[config.mk]
export PLATFORM = sky130hd
export DESIGN_NAME = fthr_top
export DESIGN_NICKNAME = d
export VERILOG_FILES = /design/src/rtl/fthr_pkg.sv /design/src/rtl/fthr_scaler.sv /design/src/rtl/fthr_compare.sv /design/src/rtl/fthr_fsm.sv /design/src/rtl/fthr_outmap.sv /design/src/rtl/fthr_top.sv
export SDC_FILE = /design/constraint.sdc
export NUM_CORES = 1
export LEC_CHECK = 0
export BUFFER_PORTS_ARGS = -buffer_cell sky130_fd_sc_hd__buf_4
export CORE_MARGIN = 3
export CORE_UTILIZATION = 45
export DETAILED_ROUTE_END_ITERATION = 10
export PLACE_DENSITY = 0.71
export REMOVE_ABC_BUFFERS = 1
export SYNTH_ARGS = -nofsm -noshare
export SYNTH_HDL_FRONTEND = slang
export SYNTH_SLANG_ARGS = --single-unit
[constraint.sdc]
create_clock -name clk -period 6.9 [get_ports clk]
set_input_delay 1.38 -clock clk [delete_from_list [all_inputs] [get_ports clk]]
set_output_delay 1.38 -clock clk [all_outputs]
set_load 0.02 [all_outputs]
[src/rtl/fthr_pkg.sv]
package fthr_pkg;

    localparam int NUM_LEVELS = 4;

    typedef enum logic [2:0] {
        ST_FULL   = 3'd0,
        ST_NOSPEC = 3'd1,
        ST_HALT   = 3'd2,
        ST_STEP1  = 3'd3,
        ST_STEP2  = 3'd4,
        ST_STEP3  = 3'd5
    } thr_state_e;

endpackage

[src/rtl/fthr_scaler.sv]
module fthr_scaler #(
    parameter int PWR_W      = 16,
    parameter int FRAC_W     = 8,
    parameter int FRAC_SHIFT = 7,
    parameter int NLVL       = 4,
    localparam int THR_W     = PWR_W + FRAC_W - FRAC_SHIFT,
    localparam int PROD_W    = PWR_W + FRAC_W
) (
    input  logic [PWR_W-1:0]       target_pwr,
    input  logic [NLVL*FRAC_W-1:0] step_frac,
    output logic [NLVL*THR_W-1:0]  thr_flat
);

    for (genvar k = 0; k < NLVL; k++) begin : g_lvl
        logic [PROD_W-1:0] prod;
        always_comb begin
            prod = PROD_W'(target_pwr) * PROD_W'(step_frac[k*FRAC_W +: FRAC_W]);
        end
        assign thr_flat[k*THR_W +: THR_W] = prod[PROD_W-1:FRAC_SHIFT];
    end

endmodule

[src/rtl/fthr_compare.sv]
module fthr_compare #(
    parameter int PWR_W = 16,
    parameter int THR_W = 17,
    parameter int NLVL  = 4
) (
    input  logic [PWR_W-1:0]      power_est,
    input  logic [NLVL*THR_W-1:0] thr_flat,
    output logic [NLVL-1:0]       ge_thr,
    output logic [NLVL-1:0]       gt_thr
);

    logic [THR_W-1:0] pw_ext;
    assign pw_ext = THR_W'(power_est);

    for (genvar k = 0; k < NLVL; k++) begin : g_cmp
        assign ge_thr[k] = (pw_ext >= thr_flat[k*THR_W +: THR_W]);
        assign gt_thr[k] = (pw_ext >  thr_flat[k*THR_W +: THR_W]);
    end

endmodule

[src/rtl/fthr_fsm.sv]
module fthr_fsm
    import fthr_pkg::*;
#(
    parameter int NLVL = 4
) (
    input  logic            clk,
    input  logic            rst_n,
    input  logic            sample_valid,
    input  logic            mode_incr,
    input  logic [NLVL-1:0] ge_thr,
    input  logic [NLVL-1:0] gt_thr,
    output thr_state_e      state_q,
    output thr_state_e      state_d
);

    localparam int LO = 1;
    localparam int HI = NLVL - 1;

    thr_state_e hyst_next;
    thr_state_e incr_next;

    // hysteresis mode transitions
    always_comb begin
        hyst_next = state_q;
        unique case (state_q)
            ST_FULL: begin
                if (gt_thr[HI])      hyst_next = ST_HALT;
                else if (gt_thr[LO]) hyst_next = ST_NOSPEC;
                else                 hyst_next = ST_FULL;
            end
            ST_HALT: begin
                if (!ge_thr[HI])     hyst_next = ST_NOSPEC;
                else                 hyst_next = ST_HALT;
            end
            ST_NOSPEC, ST_STEP1, ST_STEP2, ST_STEP3: begin
                if (gt_thr[HI])      hyst_next = ST_HALT;
                else if (!ge_thr[LO]) hyst_next = ST_FULL;
                else                 hyst_next = ST_NOSPEC;
            end
            default:                 hyst_next = ST_FULL;
        endcase
    end

    // incremental mode: level from this sample only
    always_comb begin
        if (ge_thr[3])      incr_next = ST_HALT;
        else if (ge_thr[2]) incr_next = ST_STEP3;
        else if (ge_thr[1]) incr_next = ST_STEP2;
        else if (ge_thr[0]) incr_next = ST_STEP1;
        else                incr_next = ST_FULL;
    end

    always_comb begin
        if (!sample_valid)  state_d = state_q;
        else if (mode_incr) state_d = incr_next;
        else                state_d = hyst_next;
    end

    always_ff @(posedge clk or negedge rst_n) begin
        if (!rst_n) state_q <= ST_FULL;
        else        state_q <= state_d;
    end

endmodule

[src/rtl/fthr_outmap.sv]
module fthr_outmap
    import fthr_pkg::*;
#(
    parameter int N_THREADS = 4,
    parameter int RANK_W    = 2
) (
    input  logic                        clk,
    input  logic                        rst_n,
    input  logic                        sample_valid,
    input  thr_state_e                  state_d,
    input  logic [N_THREADS*RANK_W-1:0] ipc_rank,
    output logic [N_THREADS-1:0]        bp_en,
    output logic [N_THREADS-1:0]        fetch_en
);

    localparam int LVL_W = RANK_W + 1;

    logic [LVL_W-1:0]     level;
    logic                 all_halt;
    logic                 no_spec;
    logic [N_THREADS-1:0] bp_nx;
    logic [N_THREADS-1:0] fe_nx;

    always_comb begin
        level    = '0;
        all_halt = 1'b0;
        no_spec  = 1'b0;
        unique case (state_d)
            ST_FULL:   level = LVL_W'(0);
            ST_STEP1:  level = LVL_W'(1);
            ST_STEP2:  level = LVL_W'(2);
            ST_STEP3:  level = LVL_W'(3);
            ST_NOSPEC: no_spec = 1'b1;
            ST_HALT:   all_halt = 1'b1;
            default:   all_halt = 1'b1;
        endcase
    end

    for (genvar t = 0; t < N_THREADS; t++) begin : g_thr
        logic thr_cut;
        assign thr_cut  = (LVL_W'(ipc_rank[t*RANK_W +: RANK_W]) < level);
        assign fe_nx[t] = !(all_halt || thr_cut);
        assign bp_nx[t] = !(all_halt || thr_cut || no_spec);
    end

    always_ff @(posedge clk or negedge rst_n) begin
        if (!rst_n) begin
            bp_en    <= '1;
            fetch_en <= '1;
        end else if (sample_valid) begin
            bp_en    <= bp_nx;
            fetch_en <= fe_nx;
        end
    end

endmodule

[src/rtl/fthr_top.sv]
module fthr_top
    import fthr_pkg::*;
#(
    parameter int PWR_W      = 16,
    parameter int FRAC_W     = 8,
    parameter int FRAC_SHIFT = 7,
    parameter int N_THREADS  = 4,
    localparam int RANK_W    = (N_THREADS > 1) ? $clog2(N_THREADS) : 1,
    localparam int THR_W     = PWR_W + FRAC_W - FRAC_SHIFT
) (
    input  logic                          clk,
    input  logic                          rst_n,
    input  logic                          sample_valid,
    input  logic [PWR_W-1:0]              power_est,
    input  logic                          mode_incr,
    input  logic [PWR_W-1:0]              target_pwr,
    input  logic [NUM_LEVELS*FRAC_W-1:0]  step_frac,
    input  logic [N_THREADS*RANK_W-1:0]   ipc_rank,
    output logic [N_THREADS-1:0]          bp_en,
    output logic [N_THREADS-1:0]          fetch_en
);

    logic [NUM_LEVELS*THR_W-1:0] thr_flat;
    logic [NUM_LEVELS-1:0]       ge_thr;
    logic [NUM_LEVELS-1:0]       gt_thr;
    thr_state_e                  state_q;
    thr_state_e                  state_d;

    fthr_scaler #(
        .PWR_W(PWR_W), .FRAC_W(FRAC_W), .FRAC_SHIFT(FRAC_SHIFT), .NLVL(NUM_LEVELS)
    ) u_scaler (
        .target_pwr(target_pwr),
        .step_frac (step_frac),
        .thr_flat  (thr_flat)
    );

    fthr_compare #(
        .PWR_W(PWR_W), .THR_W(THR_W), .NLVL(NUM_LEVELS)
    ) u_compare (
        .power_est(power_est),
        .thr_flat (thr_flat),
        .ge_thr   (ge_thr),
        .gt_thr   (gt_thr)
    );

    fthr_fsm #(
        .NLVL(NUM_LEVELS)
    ) u_fsm (
        .clk         (clk),
        .rst_n       (rst_n),
        .sample_valid(sample_valid),
        .mode_incr   (mode_incr),
        .ge_thr      (ge_thr),
        .gt_thr      (gt_thr),
        .state_q     (state_q),
        .state_d     (state_d)
    );

    fthr_outmap #(
        .N_THREADS(N_THREADS), .RANK_W(RANK_W)
    ) u_outmap (
        .clk         (clk),
        .rst_n       (rst_n),
        .sample_valid(sample_valid),
        .state_d     (state_d),
        .ipc_rank    (ipc_rank),
        .bp_en       (bp_en),
        .fetch_en    (fetch_en)
    );

endmodule

* Word level (Yosys, flattened, before mapping)
Cells that the tools add are included.
** Operators by class
- Multiply operators :: 4
- Order comparisons :: 10
- Equal/unequal tests :: 9
- Muxes and demuxes :: 15
- Reductions and logical operators :: 20
** Operator list (count)
- $mul 16x8->24 :: 4
- $ge 16x17->1 :: 4
- $gt 16x17->1 :: 2
- $mux 3 :: 7
- $eq 3x3->1 const B :: 4
- $eq 3x2->1 const B :: 3
- $pmux 3 s3 :: 1
- $logic_not 1->1 :: 8
- $logic_or 1x1->1 :: 8
- $lt 2x2->1 :: 4
- $eq 3x1->1 const B :: 2
- $logic_not 3->1 :: 2
- $pmux 2 s3 :: 1
- $reduce_or 5->1 :: 1
- $mux 1 :: 4
- $mux 2 :: 2
- $reduce_or 4->1 :: 1
** Storage, ports and cells
- Bits in registers :: 11
- Input bits :: 76

* Logic depth before layout (Yosys ltp)
Gate-level depths: netlist (run 1).
- Depth after elaboration :: 14
- Mapped depth :: 38
- Gate-level depth less buffers :: 37

* By module
From an unflattened synthesis (run 1), not the netlist that was laid out.
** Unflattened totals
- Cells, all modules :: 2104
- Area, all modules :: 18047.3 um^2
** Modules (own cells, without submodules)
- fthr_scaler :: instances 1, cells an instance 1805, area each 15697.6 um^2
- fthr_compare :: instances 1, cells an instance 232, area each 1682.9 um^2
- fthr_outmap :: instances 1, cells an instance 40, area each 459.2 um^2
- fthr_fsm :: instances 1, cells an instance 27, area each 207.7 um^2

* Least setup slack after synthesis (run 1)
OpenSTA, ideal clock, no wires.
- Path kind :: input to register
- Start point :: in target_pwr[1]
- End point :: reg u_outmap.fetch_en[0]
- Library setup time :: 0.079 ns
- Arrival time :: 8.610 ns
- Required time :: 6.821 ns
- Slack :: -1.789 ns
- Stages on the path :: 36
- Path buffers :: 2
- Path through :: clkbuf_1 clkbuf_1 nand2_1 fa_1 fa_1 inv_1 fa_1 inv_1 fa_1 inv_1 ha_1 a21o_1 a21oi_1 o221a_1 a21boi_0 nand2b_1 a21boi_0 o21a_1 nor2_1 nor2b_1 nor2_1 xor2_1 ha_1 nand3_1 nor3_1 o221ai_1 a31o_2 mux2_2 o21ai_0 o21ai_1 nand2_1 ha_1 inv_1 o32ai_1 a2111o_1 a22o_1
** Between the ends
- Longest elaborated chain between the ends :: 13
- Elaborated cells between the ends (all ways) :: 33
** Ends and longest elaborated chain
- start: declaration :: RTL line fthr_top.sv:16 : input logic [PWR_W-1:0] target_pwr,
- $mul 16x8->24 :: RTL line fthr_scaler.sv:17 : prod = PROD_W'(target_pwr) * PROD_W'(step_frac[k*FRAC_W +: FRAC_W]);
- $ge 16x17->1 :: RTL line fthr_compare.sv:16 : assign ge_thr[k] = (pw_ext >= thr_flat[k*THR_W +: THR_W]);
- $mux 2 :: RTL line fthr_fsm.sv:49 : else if (ge_thr[0]) incr_next = ST_STEP1;
- $mux 3 :: RTL line fthr_fsm.sv:48 : else if (ge_thr[1]) incr_next = ST_STEP2;
- $mux 3 :: RTL line fthr_fsm.sv:47 : else if (ge_thr[2]) incr_next = ST_STEP3;
- $mux 3 :: RTL line fthr_fsm.sv:46 : if (ge_thr[3]) incr_next = ST_HALT;
- $mux 3 * :: RTL line fthr_fsm.sv:55 : else if (mode_incr) state_d = incr_next;
- $mux 3 * :: RTL line fthr_fsm.sv:54 : if (!sample_valid) state_d = state_q;
- $eq 3x3->1, or another cell as far along :: RTL line fthr_outmap.sv:28 : unique case (state_d)
- $pmux 2 s3 or $reduce_or 5->1 (tied branches)
- $lt 2x2->1 or $mux 1 (tied branches) :: RTL line fthr_outmap.sv:41, fthr_outmap.sv:28
- $logic_or 1x1->1 * :: RTL line fthr_outmap.sv:42 : assign fe_nx[t] = !(all_halt || thr_cut);
- $logic_not 1->1 * :: RTL line fthr_outmap.sv:42
- end signal: assignment :: RTL line fthr_outmap.sv:52 : fetch_en <= fe_nx;
- end: declaration :: RTL line fthr_outmap.sv:13 : output logic [N_THREADS-1:0] fetch_en
Mark *: on every way between the ends. The rest lies on a longest branch, timed or not.
A chain may end at the register's enable or synchronous reset.

* Worst setup path after layout (run 1)
- Start point :: in target_pwr[5]
- End point :: reg u_outmap.bp_en[1]
** Between the ends
- Longest elaborated chain between the ends :: 14
- Elaborated cells between the ends (all ways) :: 35
** Ends and longest elaborated chain
- $mul 16x8->24 :: RTL line fthr_scaler.sv:17
- $ge 16x17->1 :: RTL line fthr_compare.sv:16
- $mux 2 :: RTL line fthr_fsm.sv:49
- $mux 3 :: RTL line fthr_fsm.sv:48
- $mux 3 :: RTL line fthr_fsm.sv:47
- $mux 3 :: RTL line fthr_fsm.sv:46
- $mux 3 * :: RTL line fthr_fsm.sv:55
- $mux 3 * :: RTL line fthr_fsm.sv:54
- $eq 3x3->1, or another cell as far along :: RTL line fthr_outmap.sv:28
- $pmux 2 s3 or $reduce_or 5->1 (tied branches)
- $lt 2x2->1 or $mux 1 (tied branches) :: RTL line fthr_outmap.sv:41, fthr_outmap.sv:28
- $logic_or 1x1->1 :: RTL line fthr_outmap.sv:43 : assign bp_nx[t] = !(all_halt || thr_cut || no_spec);
- $logic_or 1x1->1 * :: RTL line fthr_outmap.sv:43
- $logic_not 1->1 * :: RTL line fthr_outmap.sv:43
- end signal: assignment :: RTL line fthr_outmap.sv:51 : bp_en <= bp_nx;
- end: declaration :: RTL line fthr_outmap.sv:12 : output logic [N_THREADS-1:0] bp_en,
Marks and branches as above.

==> impl_summary.md, run 1 <==
Outcome
The run finished, with violations left. The checks that failed: setup timing.

Final layout
The library cells used most frequently in the layout, excluding fill and tap cells, are buf_4 (399), inv_1 (380), fa_1 (320). Compared with the post-synthesis result, the final layout area differs by 29.5%. Fill cells in the final layout number approximately 3100. The share of final-layout standard cells stronger than drive strength 1 is 26.8%.

The most common library cell in the layout ignoring fill and taps is buf_4. The number of nets in the final layout is 2995.

Hold path
The min-delay analysis places its worst path in the category flip-flop to flip-flop.

STA
After layout, the worst path uses 122% of the clock period. Clock skew on the completed layout was measured at 1.67 ps. The headroom to the max-slew limit is between 60 and 70%. Setup repair after global routing could not meet its margin everywhere. The post-layout worst setup margin is -1540 ps. The transition time at the pin with the least slew margin is around 530 ps. The number of hold violations in the final report is 0.

The number of max-slew violations in the final report is 0. The worst hold slack after final layout is 588 ps. The total setup violations reported at the end of the flow is 11. The routed design could run at a clock period as short as 8440 ps.

The maximum clock frequency is around 120 MHz.

Power and ir drop
Combinational logic burns 97.4% of the power. For this design the ratio of total power to cell area is 414 mW/mm^2. The share of total power dissipated in the clock network is 1.2%.

The switching power share of the total is between 40% and 50%. The leakage dissipation is 11.5 nW. Across the VDD grid, the largest voltage drop is 263 uV. The internal portion of the total power is 4.82 mW.

The overall power is 9.23 mW. Summed over all nets, the switching power comes to 4.41 mW. Sequential cells burn ~1.5% of the power.

Critical path
The cell with the biggest individual delay on the critical path is fa_1. The maximum single-stage delay on the critical path is 520 ps. The type of the worst setup path is primary input to flip-flop. The kind of start point of the critical path is a primary input. The arrival time of the worst setup path is 8610 ps.

The worst setup path is captured at a flip-flop. The cell with the most instances on the worst path is fa_1. The largest driver fanout on the critical path is 7. The endpoint required time on the critical path is about 7100 ps. The reg-to-reg setup timing slack is about 4500 ps.

Floorplanning
The die outline area is about 0.041 sq mm. Measured along the x axis, the die boundary spans 201 um. The placeable core region is 0.0371 sq mm. The number of rows created at floorplan is 70. The I/O pin total is 84. The vertical die dimension is 201 um. The initial utilization of the core area, before any placement, comes to between 40% and 50%.

Yosys
The post-synthesis instance area is about 0.017 sq mm. The sequential share of the synthesized area is 1.66%. The gate count of the mapped netlist is approximately 2000.

In the synthesized netlist the async set-or-reset flop fraction comes to 100%. The average instance in the mapped netlist occupies 8.65 sq um. The top flip-flop cell by instance count after synthesis is dfstp_2. Yosys mapped a number of flops with a built-in enable equal to 0. For this run, the number of Yosys warnings is 0. Counting flops and latches in the post-synthesis netlist gives 11. The number of distinct library cells after synthesis is between 60 and 70.

Global route
The global-route total usage across every layer is around a quarter. After global routing, the most crowded layer is met2. Entering global routing, the biggest net connects 33 pins. For this run the aggregate overflow at the end of global routing stands at 0. Global routing used 2.18% of the available met3 tracks. The number of antenna violations at the first check in global routing is 0. The via count of the first global-routing pass was 16400. The met2 global-route usage is 41.4%. Global routing used 32.1% of the available met1 tracks.

The first global-routing pass estimated 79300 um of wire.

Clocking
The source-to-sink clock delay at the later pin of the worst-skew pair is 240 ps. The CTS tree is built. No sink is reached through more buffers than the 2 on the longest clock path. CTS placed an instance of clkbuf_16 at the clock tree root. The number of clock buffers added by TritonCTS is 3. After clock tree synthesis, the clock-pin slew on the worst setup and hold paths is 40 ps. The clock sink total is 11. Hold repair after CTS inserted 0 buffers. The H-tree depth is 1.

Routing
The pre-antenna-repair detailed-routing pass consisted of 5 iterations. The count of unresolved DRC violations after routing is 0. Once detail routing completed, the nets flagged for antenna violations numbered 0. The first routing iteration left about 900 violations. The final wirelength is between 40000 and 50000 um. The routed length per placed instance is 17.5 um. The via density per instance is 5.28.

The detailed router placed 15100 vias in this run.

Run
The number of maximum-capacitance constraint violations is 0.

Placement
The last weighted congestion value of the routability-driven placer is roughly 0.90. The count of input and output buffers is 83. Detailed placement finished with a half-perimeter wire length of 39000 um. The pre-CTS setup slack is -2380 ps.
## layout make-up
class                           count  area [sq um]  share of cell area [%]
Tap cell                          504           631                    2.83
Timing Repair Buffer              443          3740                    16.8
Multi-Input combinational cell   1503         16000                    72.1
Antenna cell                        1          2.50                  0.0112
Inverter                          393          1490                    6.68
Sequential cell                    11           285                    1.28
Clock buffer                        4          78.8                   0.354
## metal layers
layer  vias up  share of wire, %
met5         -                 0
met4         0               3.5
met3       106               7.5
met2       543                48
met1      7554                41
li1       6889                 -
## timing repair
| item | 4_1_cts | 5_1_grt |
|---|---|---|
| buffers inserted | 43 | 23 |
| pin swaps | 99 | 75 |
| hold endpoints to repair | 0 | 0 |
| gates resized for setup | 134 | 130 |
| gates cloned | 2 | 2 |
| endpoints found under the setup margin | 11 | 11 |
## logic make-up (layout without fill, tap and decap cells)
| kind of cell | Yosys count | in the layout | share of synthesized area [%] |
|---|---|---|---|
| muxes | 4 | 4 | 0.269 |
| xor gates and xnor gates | 55 | 55 | 2.80 |
| other | 0 | 1 | 0 |
| buffers and inverters | 473 | 840 | 10.3 |
| AOI/OAI and AO/OA | 195 | 195 | 8.11 |
| adders and majority gates | 564 | 564 | 55.5 |
| DFF | 11 | 11 | 1.66 |
| and+or+nand+nor | 685 | 685 | 21.3 |
## state kept, by name (all words and copies together), names as in the netlist
name / flops
u_fsm.state_q: 3
u_outmap.bp_en: 4
u_outmap.fetch_en: 4
## cell usage after synthesis (3+ instances only)
cell type  number  share of area [%]
o21bai_1        6               0.26
o21ai_0        21               0.61
and3_1          4               0.15
o31ai_1         3               0.13
xnor2_1        27                1.4
inv_1         391                8.5
a21oi_1        48                1.4
o211ai_1        3               0.13
or3_1           3               0.11
o32ai_1         4               0.20
a22o_1          8               0.41
a21boi_0        5               0.22
o21ai_1         8               0.23
dfrtp_1         3               0.44
and2_1        333                 12
nand2b_1       11               0.40
dfstp_2         8                1.2
a2111o_1        5               0.33
nor2b_1        12               0.44
o21a_1         19               0.83
a31o_2          3               0.15
nand3_1        14               0.41
ha_1          232                 17
nand4_1        22               0.80
and4_1          5               0.25
or2_2          12               0.44
fa_1          332                 39
nor3_1         20               0.58
clkbuf_1       79                1.7
a31oi_1         4               0.15
a21o_1         27                1.2
xor2_1         28                1.4
a211oi_1        7               0.31
nand2_1       202                4.4
nor2_1         41               0.89
## through the flow
stage / utilization [%] / area [sq um] / setup TNS, ps / instances
finish: 60.0 / 22300 / -14700 / 2859
global route: 60.0 / 22300 / -17250 / 2858
CTS: 57.8 / 21500 / -13940 / 2838
detailed placement: 54.9 / 20400 / -23010 / 2790
global placement: 54.9 / 20400 / -20810 / 2790
floorplan: - / 16900 / -14300 / 1907
## worst max-delay path, delay by kind of cell
family / cells / cell delay, ps
adders and majority gates: 7 / 2710
xor gates and xnor gates: 1 / 230
buffers and inverters: 6 / 570
AOI/OAI and AO/OA: 13 / 2200
and+or+nand+nor: 10 / 1490
## power by group through the flow
stage	Sequential [mW]	Clock, mW	Combinational [mW]
final	0.136	0.107	8.99
after global routing	0.140	0.110	9.95
after CTS	0.135	0.108	8.06
after detailed placement	0.132	0	7.27
after global placement	0.135	0	7.00
after floorplan	0.159	0	4.44
## path summary, 6_finish.rpt
kind,cells past startpoint,start,endpoint
max in group asynchronous,1,rst_n,u_outmap.bp_en[3]
hold reg to reg,1,u_outmap.bp_en[0],u_outmap.bp_en[0]
setup reg to reg,11,u_fsm.state_q[0],u_outmap.bp_en[1]
setup / recovery,37,target_pwr[5],u_outmap.bp_en[1]
hold / removal,1,u_outmap.bp_en[0],u_outmap.bp_en[0]
min in group asynchronous,1,rst_n,u_fsm.state_q[1]
No activity file was read; power rests on OpenSTA's default activity.
==> inputs of run 2 (changes only) <==
--- a/config.mk
+++ b/config.mk
@@ -9,7 +9,7 @@
 export CORE_MARGIN = 3
 export CORE_UTILIZATION = 45
 export DETAILED_ROUTE_END_ITERATION = 10
-export PLACE_DENSITY = 0.71
+export PLACE_DENSITY = 0.73
 export REMOVE_ABC_BUFFERS = 1
 export SYNTH_ARGS = -nofsm -noshare
 export SYNTH_HDL_FRONTEND = slang
==> constraint.sdc (replaced) <==
create_clock -name clk -period 7.5 [get_ports clk]
set_input_delay 1.5 -clock clk [delete_from_list [all_inputs] [get_ports clk]]
set_output_delay 1.5 -clock clk [all_outputs]
set_load 0.02 [all_outputs]
==> impl_summary.md, run 2 (synthesized netlist as in run 1, its figures left out) <==
Floorplanning
From left edge to right edge, the die measures between 200 and 250 um. The initial core utilization is 46.3%. The region available for standard cell placement spans about 0.037 sq mm. The die outline area is 0.0406 sq mm. The die is between 200 and 250 um tall. The floorplan has 70 rows. The I/O pin total is 84.

Critical path
The cell with the most instances on the worst path is fa_1. The endpoint identified for the worst register-to-register timing path is u_outmap.fetch_en[1]. The most critical setup path has its startpoint at target_pwr[12]. STA classifies the critical path endpoint as a flip-flop.

The type of the worst setup path is primary input to flip-flop. Among all stages on the critical path, the largest delay is contributed by fa_1. The number of cells on the worst reg-to-reg path is 11. The arrival time of the worst setup path is 8730 ps. The kind of start point of the critical path is a primary input.

In this run the worst setup path terminates at u_outmap.fetch_en[1]. For this run, the slowest stage of the critical path takes 530 ps. Along the worst path, the maximum fanout reaches 4. The worst register-to-register path begins at u_fsm.state_q[0]. At the worst endpoint, the required time is roughly 7700 ps.

The reg-to-reg setup timing slack is 5160 ps.

Final layout
The post-route netlist has about 26% of its cells at a drive strength greater than 1. The count of filler cells inserted in the layout is 3085. The number of nets in the final layout is 2979. The finished layout cell area is around 0.022 sq mm. The top cell types in the final layout, fill and taps aside, are buf_4 (384), inv_1 (380), fa_1 (324). In the final layout, the registers with the most flip-flops are u_outmap.bp_en x4, u_outmap.fetch_en x4, u_fsm.state_q x3.

The repair_antennas step left the layout with diodes totalling 0. Summing all multi-input logic gate instances after layout gives 0.0160 sq mm. The layout-stage area growth over the synthesis result is 27.6%. The most common library cell in the layout ignoring fill and taps is buf_4. Across the whole layout, storage elements account for 285 sq um.

Routing
The routed via count is 15000. In this run the remaining antenna-violating nets after routing total 0. The routed length per placed instance is 17.6 um.

In the routed design, unresolved DRC markers number 0. For this block, the routed nets add up to 49900 um of wire. Using the TritonRoute via totals, the vias-per-cell ratio works out to between 5 and 6. For this run, the detailed router's first-pass iteration total came to 5. The detailed router finished its first iteration with 754 violations.

Global route
The met2 global-route usage is 42.3%. The via count of the first global-routing pass is 16900. Entering global routing, the biggest net connects 27 pins. The met3 usage in global routing is 4.40%. The busiest metal layer after global routing is met2. The overflow left after global routing is 0. The number of antenna violations at the first check in global routing is 2. The global routing met1 resource utilization is between 30% and 40%. The first global-routing pass estimated 80900 um of wire.

In the global route stage, overall resource usage came out at between 20% and 30%.

Clocking
The source-to-sink clock delay at the later pin of the worst-skew pair is approximately 240 ps. TritonCTS built the clock tree. The clock tree buffer depth is 2.

After clock tree synthesis, the flow added hold-fix buffers numbering 0. Clock tree synthesis inserted a total of 3 buffers. The clock tree root buffer cell is clkbuf_16. The clock sink total is 11. In this run the number of H-tree levels came out at 1. The clock-pin transition on the worst setup and hold timing paths is 40 ps.

STA
The number of hold violations in the final report was 0. Setup slack on the critical path of the routed design comes to -1060 ps. Setup repair after global routing could not meet its margin everywhere. Hold is met by 587 ps.

The smallest clock period supported by the final layout is computed as between 8000 and 9000 ps. Across the routed clock network, the largest skew measured is 2.22 ps. The transition time at the pin with the least slew margin is roughly 470 ps. Measured against its own limit, the worst slew margin works out to ~69%.

The final period utilization is 114%. Setup violations remaining at the end of the flow were counted as 11. For the final routed database, the setup TNS stands at -9570 ps. The maximum clock frequency is about 120 MHz. The number of max-slew violations in the final report came to 0.

Placement
The instance area after placement is 0.0204 sq mm. The sum of net half-perimeters after detailed placement is just under 40000 um. The last weighted congestion value of the routability-driven placer is 0.893. Buffers placed on the I/O ports in this run total a little over 80.

Outcome
The final reports fail on setup timing. The run finished, with violations left.

Hold path
The worst hold-check path type is flip-flop to flip-flop.

Power and ir drop
The leakage dissipation is 11.3 nW. The overall power is a little over 8 mW. The cell area power density is 374 mW/mm^2. The worst-case IR drop observed on VDD is 220 uV.

Run
The tool flagged a number of max-cap violations equal to 0.
==> run 2: worst min path at each step <==
stage,start,end,slack (ps),cells past startpoint
4_1_cts,u_outmap.fetch_en[2],u_outmap.fetch_en[2],590,1
3_5_place_dp,u_outmap.fetch_en[2],u_outmap.fetch_en[2],580,1
2_1_floorplan,u_fsm.state_q[0],u_fsm.state_q[0],500,2
6_report,u_outmap.bp_en[0],u_outmap.bp_en[0],590,1
5_1_grt,u_outmap.fetch_en[1],u_outmap.fetch_en[1],600,1
3_3_place_gp,u_outmap.bp_en[2],u_outmap.bp_en[2],580,1
==> run 2: final cells by class <==
type / count / area share, %
multi-input combinational: 1503 / 72.7
inverter: 393 / 6.78
timing repair buffer: 427 / 16.0
clock buffer: 4 / 0.359
tap: 504 / 2.87
sequential: 11 / 1.30
==> run 2: critical path: cells and delay by family <==
family | cells | cell delay, ps
and+or+nand+nor | 7 | 1100
adders and majority gates | 7 | 2690
muxes | 1 | 240
buffers and inverters | 4 | 310
AOI/OAI and AO/OA | 14 | 2870
==> run 2: through the flow <==
stage | utilization, % | setup slack [ps] | std cells
after floorplan | - | -1110 | 1907
after global placement | 54.9 | -1630 | 2790
after detailed placement | 54.9 | -1840 | 2790
after CTS | 57.8 | -863 | 2830
after global routing | 59.1 | -1320 | 2842
final | 59.1 | -1060 | 2842
==> run 2: what timing repair did <==
action | 4_1_cts | 5_1_grt
cloned | 1 | 1
gates resized for setup | 158 | 84
pin swaps | 96 | 66
setup buffers | 36 | 13
endpoints found under the setup margin | 11 | 11
==> run 2: power breakdown <==
part | internal, mW | total (mW) | switching [mW]
logic | 4.12 | 7.99 | 3.87
registers | 0.103 | 0.126 | 0.0226
clock network | 0.0714 | 0.0985 | 0.0271
==> run 2: layer usage <==
| metal | share of wire [%] | vias up | routed length (um) |
|---|---|---|---|
| li1 | - | 6855 | - |
| met1 | 40 | 7502 | 19900 |
| met2 | 49 | 550 | 24300 |
| met3 | 7.7 | 123 | 3850 |
| met4 | 3.8 | 2 | 1910 |
| met5 | 0.026 | - | 13 |
